File: src/rtl/scan_pkg.sv
package scan_pkg;
  // Segment widths
  localparam int DATA_W  = 8;
  localparam int INSN_W  = 16;
  localparam int NUM_SEG = 7;
  localparam int CHAIN_W = (NUM_SEG - 1) * DATA_W + INSN_W - DATA_W + DATA_W;

  // Segment index along the chain, 0 is nearest the serial input
  localparam int SEG_IR   = 0;
  localparam int SEG_PC   = 1;
  localparam int SEG_R3   = 2;
  localparam int SEG_R2   = 3;
  localparam int SEG_R1   = 4;
  localparam int SEG_R0   = 5;
  localparam int SEG_CTRL = 6;

  // Control bit positions decoded by the processor
  localparam int BYPASS_BIT  = 1;
  localparam int SQUELCH_BIT = 2;

  function automatic int seg_width(input int idx);
    return (idx == SEG_IR) ? INSN_W : DATA_W;
  endfunction

  function automatic int seg_offset(input int idx);
    int sum;
    sum = 0;
    for (int k = 0; k < idx; k++) sum += seg_width(k);
    return sum;
  endfunction
endpackage

File: src/rtl/scan_rst_sync.sv
module scan_rst_sync (
  input  logic clk,
  input  logic arst_n,
  output logic rst_n_o
);
  logic meta_q;
  logic meta_d;
  logic out_d;

  always_comb begin
    meta_d = 1'b1;
    out_d  = meta_q;
  end

  always_ff @(posedge clk or negedge arst_n) begin
    if (!arst_n) begin
      meta_q  <= 1'b0;
      rst_n_o <= 1'b0;
    end else begin
      meta_q  <= meta_d;
      rst_n_o <= out_d;
    end
  end
endmodule

File: src/rtl/scan_seg.sv
module scan_seg #(
  parameter int W = 8
) (
  input  logic         clk,
  input  logic         rst_n,
  input  logic         shift_en,
  input  logic         load,
  input  logic         ser_in,
  input  logic [W-1:0] par_in,
  output logic [W-1:0] q
);
  logic [W-1:0] q_nxt;

  // Load has priority over shift
  always_comb begin
    q_nxt = q;
    if (load)          q_nxt = par_in;
    else if (shift_en) q_nxt = {q[W-2:0], ser_in};
  end

  always_ff @(posedge clk or negedge rst_n) begin
    if (!rst_n) q <= '0;
    else        q <= q_nxt;
  end


  msb_shift_chk: assert property (@(posedge clk) disable iff (!rst_n)
    (!load && shift_en) |=> (q[W-1:1] == $past(q[W-2:0])));


  par_load_chk: assert property (@(posedge clk) disable iff (!rst_n)
    load |=> (q == $past(par_in)));
endmodule

File: src/rtl/scan_shadow_chain.sv
module scan_shadow_chain
  import scan_pkg::*;
(
  input  logic              spi_clk,
  input  logic              rst_n,
  input  logic              mosi,
  input  logic              capture,
  input  logic [INSN_W-1:0] cap_ir,
  input  logic [DATA_W-1:0] cap_pc,
  input  logic [DATA_W-1:0] cap_r3,
  input  logic [DATA_W-1:0] cap_r2,
  input  logic [DATA_W-1:0] cap_r1,
  input  logic [DATA_W-1:0] cap_r0,
  output logic              miso,
  output logic [DATA_W-1:0] sh_ctrl,
  output logic [DATA_W-1:0] sh_r0,
  output logic [DATA_W-1:0] sh_r1,
  output logic [DATA_W-1:0] sh_r2,
  output logic [DATA_W-1:0] sh_r3,
  output logic [DATA_W-1:0] sh_pc,
  output logic [INSN_W-1:0] sh_ir,
  output logic              bypass_req,
  output logic              squelch_req
);
  localparam int CAP_W    = CHAIN_W - DATA_W;
  localparam int OFF_IR   = seg_offset(SEG_IR);
  localparam int OFF_PC   = seg_offset(SEG_PC);
  localparam int OFF_R3   = seg_offset(SEG_R3);
  localparam int OFF_R2   = seg_offset(SEG_R2);
  localparam int OFF_R1   = seg_offset(SEG_R1);
  localparam int OFF_R0   = seg_offset(SEG_R0);
  localparam int OFF_CTRL = seg_offset(SEG_CTRL);

  logic               rst_sync_n;
  logic [CHAIN_W-1:0] chain_q;
  logic [CAP_W-1:0]   cap_vec;

  scan_rst_sync u_rst_sync (
    .clk     (spi_clk),
    .arst_n  (rst_n),
    .rst_n_o (rst_sync_n)
  );

  assign cap_vec = {cap_r0, cap_r1, cap_r2, cap_r3, cap_pc, cap_ir};

  for (genvar i = 0; i < NUM_SEG; i++) begin : g_seg
    localparam int W   = seg_width(i);
    localparam int OFF = seg_offset(i);
    logic         sin;
    logic [W-1:0] pin;

    if (i == 0) begin : g_head
      assign sin = mosi;
    end else begin : g_link
      assign sin = chain_q[OFF-1];
    end

    if (i == SEG_CTRL) begin : g_self
      assign pin = chain_q[OFF +: W];
    end else begin : g_cap
      assign pin = cap_vec[OFF +: W];
    end

    scan_seg #(.W(W)) u_seg (
      .clk      (spi_clk),
      .rst_n    (rst_sync_n),
      .shift_en (1'b1),
      .load     (capture),
      .ser_in   (sin),
      .par_in   (pin),
      .q        (chain_q[OFF +: W])
    );
  end

  assign sh_ir   = chain_q[OFF_IR   +: INSN_W];
  assign sh_pc   = chain_q[OFF_PC   +: DATA_W];
  assign sh_r3   = chain_q[OFF_R3   +: DATA_W];
  assign sh_r2   = chain_q[OFF_R2   +: DATA_W];
  assign sh_r1   = chain_q[OFF_R1   +: DATA_W];
  assign sh_r0   = chain_q[OFF_R0   +: DATA_W];
  assign sh_ctrl = chain_q[OFF_CTRL +: DATA_W];
  assign miso    = chain_q[CHAIN_W-1];

  assign bypass_req  = sh_ctrl[BYPASS_BIT];
  assign squelch_req = sh_ctrl[SQUELCH_BIT];


  link_r0_ctrl_chk: assert property (@(posedge spi_clk) disable iff (!rst_sync_n)
    !capture |=> (sh_ctrl[0] == $past(sh_r0[DATA_W-1])));


  link_ir_pc_chk: assert property (@(posedge spi_clk) disable iff (!rst_sync_n)
    !capture |=> (sh_pc[0] == $past(sh_ir[INSN_W-1])));


  mosi_entry_chk: assert property (@(posedge spi_clk) disable iff (!rst_sync_n)
    !capture |=> (sh_ir[0] == $past(mosi)));


  cap_snapshot_chk: assert property (@(posedge spi_clk) disable iff (!rst_sync_n)
    capture |=> (sh_r2 == $past(cap_r2)) && (sh_ir == $past(cap_ir)));


  ctrl_keep_chk: assert property (@(posedge spi_clk) disable iff (!rst_sync_n)
    capture |=> $stable(sh_ctrl));
endmodule

File: config.mk
export PLATFORM = sky130hd
export DESIGN_NAME = scan_shadow_chain
export DESIGN_NICKNAME = d
export VERILOG_FILES = /design/src/rtl/scan_pkg.sv /design/src/rtl/scan_rst_sync.sv /design/src/rtl/scan_seg.sv /design/src/rtl/scan_shadow_chain.sv
export SDC_FILE = /design/constraint.sdc
export NUM_CORES = 1
export LEC_CHECK = 0
export CAP_MARGIN = 20
export CORE_ASPECT_RATIO = 0.5
export CORE_MARGIN = 10
export CORE_UTILIZATION = 41
export DETAILED_ROUTE_END_ITERATION = 7
export PLACE_DENSITY = 0.79
export SLEW_MARGIN = 0
export SYNTH_ARGS = -nofsm -noshare
export SYNTH_HDL_FRONTEND = slang
export SYNTH_SLANG_ARGS = --single-unit
File: constraint.sdc
create_clock -name spi_clk -period 2.5 [get_ports spi_clk]
set_input_delay 0.5 -clock spi_clk [delete_from_list [all_inputs] [get_ports spi_clk]]
set_output_delay 0.5 -clock spi_clk [all_outputs]
set_load 0.1 [all_outputs]
* Yosys cells after proc, flatten, opt, wreduce, memory -nomap -nowiden
Cells that the tools add are included.
Word-level totals: output and inout port bits 67, bits in registers 66, word-level logic and storage cells 15, input bits 60
Operators by class: muxes and demuxes 6
Operator list (count):
- 2-to-1 mux 8 bit | 5
- 2-to-1 mux 16 bit | 1

* Logic depth before layout (Yosys ltp)
word-level depth 1, gate-level depth with buffers 3

* Modules after synthesis
Synthesis repeated with hierarchy kept, for this count alone.
Unflattened totals: cell total of the unflattened synthesis 280, area total of the unflattened synthesis 3061.7 µm²
Modules (own cells, without submodules):
- scan_seg at g_seg[1].u_seg ... | area an instance 372.9 µm², seq. area each 200.2 µm², cells an instance 34, times used 6
- scan_seg at g_seg[0].u_seg | area an instance 744.5 µm², seq. area each 400.4 µm², cells an instance 69, times used 1
- scan_rst_sync | area an instance 53.8 µm², seq. area each 50.0 µm², cells an instance 3, times used 1
- scan_shadow_chain | area an instance 26.3 µm², seq. area each 0.0 µm², cells an instance 4, times used 1

* Worst setup path before layout
No wires, ideal clock.
path kind reg-to-output, start reg g_seg[6].u_seg.q[1], end out sh_ctrl[1], arrival time 1.356 ns, cell stages (with the launch flop) 2, path slack 0.644 ns, data required time 2.000 ns, buffers on the path 1, cells stage by stage dfrtp_1 > buf_4
RTL lines:
- start, declared | line scan_seg.sv:10 | output logic [W-1:0] q
- start signal, assigned | line scan_seg.sv:23 | else q <= q_nxt;
- end, declared | line scan_shadow_chain.sv:15 | output logic [DATA_W-1:0] sh_ctrl,
No word-level cell between the ends.

* Worst setup path after layout
start reg g_seg[6].u_seg.q[1], end out bypass_req
RTL lines:
- end, declared | line scan_shadow_chain.sv:22 | output logic bypass_req,
No word-level cell between the ends.

==> run metrics <==
status finished, final reports clean; Starting Density 0.4212; Worst-Skew Late Latency 0.32 ns; DRT Pass-1 Iters 4; RSZ-0062 raised after global routing no; routed wire length per instance 18.56 um; Hold Path Class reg -> async; worst-path maximum fanout 4; switching pwr 1810 uW; DR vias 1640; CP Data Required Time 2.00 ns; Ys Warns 0; die area 10740 um^2; most frequent cells in the layout buf_4, dfrtp_1, mux2_4; Syn Inst Count 147; first-pass GRT wire length 10.87 mm; clk root buf clkbuf_16; delay-heaviest family, CP flip-flops; most common cell after layout, fill and taps aside buf_4; post-route minimum period 1.530 ns; combinational share of power 0.396; Reg clk slew, reported paths 0.06 ns; routability cong. 0.7251; Peak VDD IR 0.3733 mV; count of non-filler cells in the finished layout 368; PostCTS Resize Cnt 0; Reg-to-Reg End g_seg[6].u_seg.q[6]$_DFFE_PN0N_; port bufs 126; Mean Syn Cell Area 19.05 um^2; I/O pin total 127; static leakage 0.002008 uW; dpl ws 0.9753 ns; hold_buf cts 0; Unique masters post-synth 7; vias in the first global route 1961; share of layout cells above drive strength 1 0.5507; initial antenna violation count 0; type of origin of the critical path register; Yosys reg bits 66; Die Y-Extent 78.44 um; M1 GR Usage 0.1337; critical path capture point type output port; Buf/Inv on CP 1; Crit path largest cell delay 0.40 ns; Final TNS setup 0 ns; Critical Path AT 1.03 ns; Mapped Nets 207; ANT cells 0; die width 136.9 um; met3 usage 0.04130; setup violators final 0; setup bufs post-CTS 0; path depth of the worst reg2reg path 1; Placed Cells 352; sequential power share 0.300; Final Hold Fails 0; reg2reg setup slack 1.60 ns; Most Crowded Layer GR met2; drt drc 0; CTS tree built; hpwl dp 5.106 mm; global route total overflow 0; FMAX 653.8 MHz; nets@finish 331; worst reg2reg startpoint u_rst_sync.rst_n_o$_DFF_PN0_; met2 Track Usage GR 0.2474; core area 6648 um^2; CP Class reg -> out; Internal 2524 uW; Overall Power 4334 uW; power share of the clock group 0.304; clock skew 0.006358 ns; pwr dens 1041 nW/um^2; FP Rows 21; critical path, cell by cell buf_4; Clock Path Buffers 2; Tot GR Track Use 0.1293; switching share of total power 0.4177; initial DRC count 71; H-tree levels 3; Max Slew Vio Count 0; Sink Count 66; DRT Wirelength 6.830 mm; TritonCTS Buffers 9; layout overhead on the synthesized area 48.66%; part of the cycle the worst path needs 0.6118; largest net degree at the start of global routing 65; max_cap viols 0; CP max stage cell dfrtp_1; sequential share of the synthesized area 0.5898; worst setup margin 0.9704 ns; routed vias/inst 4.457; mapped cell area 2800 um^2; Routed Antenna Nets 0
registers in the layout, summed over array words and instances (netlist names):
signal	cells
g_seg.u_seg.q	64
u_rst_sync.meta_q	1
u_rst_sync.rst_n_o	1
cell type report:
class | instances | area (um^2)
Sequential cell | 66 | 1653
Clock buffer | 9 | 225.2
Tap cell | 92 | 115.1
Fill cell | 486 | 2485
Timing Repair Buffer | 129 | 1126
Multi-Input combinational cell | 65 | 949.7
Clock inverter | 7 | 93.84
power groups by stage:
stage / clock, uW / combinational [uW] / sequential [uW]
5_1_grt: 1390 / 1760 / 1330
2_1_floorplan: 0 / 478 / 2200
3_3_place_gp: 0 / 1720 / 1320
4_1_cts: 1340 / 1730 / 1310
6_report: 1320 / 1720 / 1300
3_5_place_dp: 0 / 1730 / 1320
synth_stat cells:
cell | number | area share
buf_12 | 6 | 0.043
dfrtp_1 | 66 | 0.59
buf_6 | 1 | 0.0040
mux2_4 | 60 | 0.32
buf_4 | 9 | 0.024
mux2_2 | 4 | 0.016
conb_1 | 1 | 0.0013
through the flow:
stage | util | instance area [um^2] | hold slack, ns
final | 0.6262 | 4163 | 0.2077
after global routing | 0.6262 | 4163 | 0.2635
after CTS | 0.6262 | 4163 | 0.2270
after detailed placement | 0.5782 | 3844 | 0.2250
after global placement | 0.5782 | 3844 | 0.2201
after floorplan | - | 2800 | 0.2044
cell families after synthesis:
logic type	count (synthesis)	share of synthesized area
other	1	0.001339
muxes	64	0.3378
DFF	66	0.5898
buffers and inverters	16	0.07105
worst max path at each step:
stage                     slack, ns                       startpoint                            end  cells past startpoint
final                          0.97  g_seg[6].u_seg.q[1]$_DFFE_PN0N_                     bypass_req                      1
after global routing           0.93  g_seg[6].u_seg.q[7]$_DFFE_PN0N_                           miso                      1
after CTS                      0.96  g_seg[6].u_seg.q[1]$_DFFE_PN0N_                     sh_ctrl[1]                      1
after detailed placement       0.98                          capture  g_seg[5].u_seg.q[6]$_DFF_PN0_                      3
after global placement         0.99                          capture  g_seg[5].u_seg.q[6]$_DFF_PN0_                      3
after floorplan                0.53     u_rst_sync.rst_n_o$_DFF_PN0_  g_seg[0].u_seg.q[0]$_DFF_PN0_                      0
routing by layer:
layer / wire [um] / vias up
met4: 53 / 0
li1: - / 747
met5: 0 / -
met2: 3977 / 45
met3: 306 / 4
met1: 2492 / 844
(Power assumes the default switching activity.)
